`src/rtl/irq_tracker_pkg.sv`:
```
package irq_tracker_pkg;

  // Per-pin strobes sent from the control module to the datapath.
  typedef struct packed {
    logic grant;     // handshake completed on this pin this cycle
    logic eoiClear;  // end-of-interrupt matched this level pin
  } pinStrobe_t;

endpackage

```
`src/rtl/irq_tracker_datapath.sv`:
```
module irq_tracker_datapath
  import irq_tracker_pkg::*;
#(
  parameter int NumPins = 24
) (
  input  logic               clk,
  input  logic               rstN,
  input  logic [NumPins-1:0] pinLevel,
  input  logic [NumPins-1:0] cfgPolarity,
  input  logic [NumPins-1:0] cfgLevelTrig,
  input  logic [NumPins-1:0] cfgMask,
  input  pinStrobe_t         strobe [NumPins],
  output logic [NumPins-1:0] reqVec
);

  for (genvar i = 0; i < NumPins; i++) begin : gPin
    logic effLevel;
    logic prevLevelQ;
    logic pendingQ;
    logic inServiceQ;
    logic riseSeen;

    assign effLevel = pinLevel[i] ^ cfgPolarity[i];
    assign riseSeen = effLevel & ~prevLevelQ & ~cfgMask[i];

    always_ff @(posedge clk or negedge rstN) begin
      if (!rstN) begin
        prevLevelQ <= 1'b0;
        pendingQ   <= 1'b0;
        inServiceQ <= 1'b0;
      end else begin
        prevLevelQ <= effLevel;
        if (cfgLevelTrig[i]) begin
          pendingQ <= effLevel;
        end else begin
          pendingQ <= riseSeen | (pendingQ & ~strobe[i].grant);
        end
        if (strobe[i].grant && cfgLevelTrig[i]) begin
          inServiceQ <= 1'b1;
        end else if (strobe[i].eoiClear) begin
          inServiceQ <= 1'b0;
        end
      end
    end

    assign reqVec[i] = pendingQ & ~cfgMask[i] & ~(cfgLevelTrig[i] & inServiceQ);
  end

endmodule

```
`src/rtl/irq_tracker_ctrl.sv`:
```
module irq_tracker_ctrl
  import irq_tracker_pkg::*;
#(
  parameter int NumPins = 24,
  parameter int VecW    = 8,
  localparam int PinIdxW = (NumPins > 1) ? $clog2(NumPins) : 1
) (
  input  logic [NumPins-1:0]      reqVec,
  input  logic [NumPins-1:0]      cfgLevelTrig,
  input  logic [NumPins*VecW-1:0] cfgVector,
  input  logic                    eoiValid,
  input  logic [VecW-1:0]         eoiVector,
  input  logic                    svcReady,
  output pinStrobe_t              strobe [NumPins],
  output logic                    svcValid,
  output logic [PinIdxW-1:0]      svcPin,
  output logic [VecW-1:0]         svcVector,
  output logic                    svcLevelTrig
);

  logic [PinIdxW-1:0] pick;

  // Lowest-numbered request wins: scan downward so the last hit is lowest.
  always_comb begin
    pick = '0;
    for (int i = NumPins - 1; i >= 0; i--) begin
      if (reqVec[i]) pick = PinIdxW'(i);
    end
  end

  assign svcValid     = |reqVec;
  assign svcPin       = pick;
  assign svcVector    = cfgVector[pick*VecW +: VecW];
  assign svcLevelTrig = cfgLevelTrig[pick];

  for (genvar i = 0; i < NumPins; i++) begin : gStrobe
    assign strobe[i].grant    = svcValid & svcReady & (pick == PinIdxW'(i));
    assign strobe[i].eoiClear = eoiValid & cfgLevelTrig[i] &
                                (cfgVector[i*VecW +: VecW] == eoiVector);
  end

endmodule

```
`src/rtl/irq_tracker.sv`:
```
module irq_tracker
  import irq_tracker_pkg::*;
#(
  parameter int NumPins = 24,
  parameter int VecW    = 8,
  localparam int PinIdxW = (NumPins > 1) ? $clog2(NumPins) : 1
) (
  input  logic                    clk,
  input  logic                    rstN,
  input  logic [NumPins-1:0]      pinLevel,
  input  logic [NumPins-1:0]      cfgPolarity,
  input  logic [NumPins-1:0]      cfgLevelTrig,
  input  logic [NumPins-1:0]      cfgMask,
  input  logic [NumPins*VecW-1:0] cfgVector,
  input  logic                    eoiValid,
  input  logic [VecW-1:0]         eoiVector,
  input  logic                    svcReady,
  output logic                    svcValid,
  output logic [PinIdxW-1:0]      svcPin,
  output logic [VecW-1:0]         svcVector,
  output logic                    svcLevelTrig
);

  pinStrobe_t         strobe [NumPins];
  logic [NumPins-1:0] reqVec;

  irq_tracker_datapath #(.NumPins(NumPins)) u_datapath (
    .clk          (clk),
    .rstN         (rstN),
    .pinLevel     (pinLevel),
    .cfgPolarity  (cfgPolarity),
    .cfgLevelTrig (cfgLevelTrig),
    .cfgMask      (cfgMask),
    .strobe       (strobe),
    .reqVec       (reqVec)
  );

  irq_tracker_ctrl #(.NumPins(NumPins), .VecW(VecW)) u_ctrl (
    .reqVec       (reqVec),
    .cfgLevelTrig (cfgLevelTrig),
    .cfgVector    (cfgVector),
    .eoiValid     (eoiValid),
    .eoiVector    (eoiVector),
    .svcReady     (svcReady),
    .strobe       (strobe),
    .svcValid     (svcValid),
    .svcPin       (svcPin),
    .svcVector    (svcVector),
    .svcLevelTrig (svcLevelTrig)
  );

endmodule

```
`config.mk`:
```
export PLATFORM = sky130hd
export DESIGN_NAME = irq_tracker
export DESIGN_NICKNAME = d
export VERILOG_FILES = /design/src/rtl/irq_tracker_pkg.sv /design/src/rtl/irq_tracker_datapath.sv /design/src/rtl/irq_tracker_ctrl.sv /design/src/rtl/irq_tracker.sv
export SDC_FILE = /design/constraint.sdc
export NUM_CORES = 1
export LEC_CHECK = 0
export BUFFER_PORTS_ARGS = -buffer_cell sky130_fd_sc_hd__buf_4
export CORE_MARGIN = 2
export CORE_UTILIZATION = 54
export DETAILED_ROUTE_END_ITERATION = 7
export PLACE_DENSITY = 0.95
export SYNTH_ARGS = -nofsm -noshare
export SYNTH_HDL_FRONTEND = slang
export SYNTH_SLANG_ARGS = --single-unit
```
`constraint.sdc`:
```
create_clock -name clk -period 4.05 [get_ports clk]
set_input_delay 0.2025 -clock clk [delete_from_list [all_inputs] [get_ports clk]]
set_output_delay 0.2025 -clock clk [all_outputs]
set_load 0.005 [all_outputs]
```
==> reports/results.txt <==
Run status -> completed
Share of cells above drive strength 1 -> 31.01%
IO Port Bufs -> 314
Synth unique cells -> 81
Core Rows -> 44
Most frequent cells in the layout -> buf_4, xor2_1, nand2_1
Dpl hpwl -> 29530 um
Gpl congestion -> 1.046
Sink Count -> 72
Post-Syn Area per Cell -> 8.257 sq um
Num CTS Buffers -> 9
Post-Synthesis Cells -> 953
Internal power -> 0.002622 W
Via density -> 6.649
CTS root buf -> clkbuf_16
Ys async rst share -> 100.0%
First-pass GRT wire length -> 55430 um
Multi-input logic area -> 5774 sq um
Non-Filler Instances -> 1432
Core area -> 14370 sq um
Starting Density -> 54.76%
DP Cell Count -> 1416
Max-Cap Viols -> 0
Worst path required time -> 3.85 ns
Ant diodes -> 0
Final setup vio count -> 0
Slew Viols, Final -> 0
Register area share after synthesis -> 22.90%
Via count -> 9522
Routed wire length -> 37090 um
Worst Setup End Kind -> output pin
LEAKAGE -> 4.626 nW
IO Count -> 315
Max-slew headroom -> 30.24%
Total gr overflow -> 0
Worst Setup Slack, final -> 0.1642 ns
Worst slew pin tran -> 1.038 ns
Synth Register Bits -> 72
Clock Power Share -> 19.9%
Synthesized cell area -> 7869 sq um
Comb power frac -> 60.0%
Worst setup SP type -> flip-flop
Pwr dens -> 437.7 nW/um^2
Commonest non-fill, non-tap cell in the layout -> buf_4
Initial antenna violation count -> 0
CTS tree -> built
Clock skew -> 0.007870 ns
Gr usage total -> 46.24%
Register Area -> 1802 sq um
Die area -> 15550 sq um
Seq pwr share -> 20.1%
Clk slew on worst S/H paths -> 0.06 ns
Worst endpoint data arrival time -> 3.68 ns
Hold Fails Final Rpt -> 0
Max H-tree Level -> 3
Crit-path max FO -> 40
Yosys Warn Count -> 0
Die width -> 124.7 um
CTS max path bufs -> 2
Hold crit path type -> in -> async
Chip height -> 124.7 um
EDFF count, synth -> 0
RSZ-0062 raised after global routing -> false
Vias in the first global route -> 9676
Filler cell count -> 1085
Fin crit share -> 95.95%
TNS Setup -> 0 ns
Net Sw Frac -> 44.04%
Synth Flop Type -> dfrtp_1
Syn nets -> 1253
Antenna Nets Post-Route -> 0
Switch Pwr -> 0.002064 W
Drc violations -> 0
Number of post-CTS setup repair buffers -> 0
Placement Setup Slack -> 0.4830 ns
Max IR drop VDD -> 264.7 uV
Fmax -> 0.2573 GHz
Final nets -> 1543
Drt first pass iters -> 6
Skew-Pair Late Insertion Delay -> 0.34 ns
1st-iter DRT viols -> 1420
Finished Core Util -> 74.51%
Pin count of the biggest net entering global routing -> 73
Drt wl/cell -> 25.90 um
Crit Path Class -> reg -> out
Period minus WS final -> 3.886 ns
Area Overhead vs Synth -> 36.06%
==> final timing paths <==
| kind | start | to | slack [ns] | depth (start not counted) |
|---|---|---|---|---|
| worst max register to register | u_datapath.gPin[21].pendingQ | u_datapath.gPin[21].inServiceQ | 0.79 | 9 |
| max in group asynchronous | rstN | u_datapath.gPin[22].prevLevelQ | 3.45 | 1 |
| worst min register to register | u_datapath.gPin[8].inServiceQ | u_datapath.gPin[8].inServiceQ | 0.49 | 1 |
| worst max-delay path | u_datapath.gPin[21].pendingQ | svcLevelTrig | 0.16 | 11 |
| worst min-delay path | rstN | u_datapath.gPin[6].pendingQ | 0.001 | 1 |
| min in group clk | pinLevel[16] | u_datapath.gPin[16].prevLevelQ | 0.05 | 2 |
==> layout make-up <==
type | instances | share of cell area [%]
flip-flops and latches | 72 | 16.83
inverters | 17 | 0.5960
multi-input cells | 811 | 53.93
clock buffers | 10 | 2.139
well taps | 184 | 2.150
clock inverters | 6 | 1.075
repair buffers | 332 | 23.28
==> per-layer routing <==
layer / up-vias / global-route usage (%) / share of wire (%)
met5: - / 0 / 0
met1: 4439 / 56.36 / 35
met3: 173 / 11.34 / 12
li1: 4105 / - / -
met2: 805 / 74.86 / 46
met4: 0 / 25.64 / 6.5
==> repair_timing <==
| action | CTS | global route |
|---|---|---|
| hold endpoints to repair | 0 | 0 |
| gates resized for setup | 0 | 1 |
| endpoints found under the setup margin | 0 | 3 |
| hold buffers | 0 | 0 |
==> through the flow <==
step,hold WS (ns),area (sq um),total power (W)
detailed placement,0.3897,10350,0.003637
CTS,0.03125,10700,0.004574
finish,0.001207,10710,0.004686
floorplan,-0.09309,7869,0.002546
global route,0.05247,10710,0.004832
global placement,0.3774,10350,0.003605
==> sequential cells by signal, indices dropped and copies added (netlist names) <==
signal / count
u_datapath.gPin.prevLevelQ: 24
u_datapath.gPin.inServiceQ: 24
u_datapath.gPin.pendingQ: 24
==> power groups by stage <==
stage               registers [W]  clock network, W  logic (W)
CTS                      0.000937          0.000932    0.00271
finish                   0.000943          0.000932    0.00281
global route             0.000953          0.000957    0.00292
global placement         0.000939                 0    0.00267
detailed placement       0.000947                 0    0.00269
floorplan                0.000925                 0    0.00162
==> worst max-delay path, cell delays in order, from the launching register on <==
cell and delay, ns:
dfrtp_1 0.36, nor2b_1 0.23, a22oi_1 0.14, a221oi_2 0.33, nor2b_1 0.15, o21ai_4 0.42
nand2_8 0.31, a21oi_2 0.45, mux2i_1 0.28, o32ai_1 0.12, o32a_1 0.40, buf_4 0.15
==> cell families (layout without fill, tap and decap cells) <==
logic type	after synthesis	in the layout	share of synthesized area, %
and+or+nand+nor	325	325	21.32
AOI/OAI and AO/OA	228	228	22.21
xor gates and xnor gates	216	216	24.04
DFF	72	72	22.90
buffers and inverters	70	365	3.912
muxes	42	42	5.613
==> synthesized netlist by cell type (4+ instances only) <==
library cell	n	area share [%]
a21oi_1	18	1.1
a221oi_1	10	1.1
a22o_1	5	0.56
a22oi_1	14	1.3
a2bb2oi_1	4	0.45
a31oi_1	13	1.0
a32o_1	20	2.5
a32oi_1	10	1.1
and2_1	11	0.87
and3_1	10	0.80
buf_1	9	0.43
buf_2	15	0.95
clkbuf_1	24	1.1
dfrtp_1	72	23
inv_1	16	0.76
mux2_2	13	1.9
mux2i_1	28	3.6
nand2_1	105	5.0
nand2b_1	12	0.95
nand3_1	13	0.83
nand3b_1	14	1.3
nand4_1	49	3.9
nor2_1	47	2.2
nor2b_1	15	1.2
nor3_1	9	0.57
nor4_1	24	1.9
o211ai_1	4	0.38
o21ai_0	47	3.0
o221ai_1	8	0.89
o22a_1	10	1.1
o22ai_1	9	0.72
o32ai_1	5	0.56
o41ai_1	4	0.45
xnor2_1	103	11
xor2_1	113	13
Note: power is estimated with default switching activity, not from simulation.
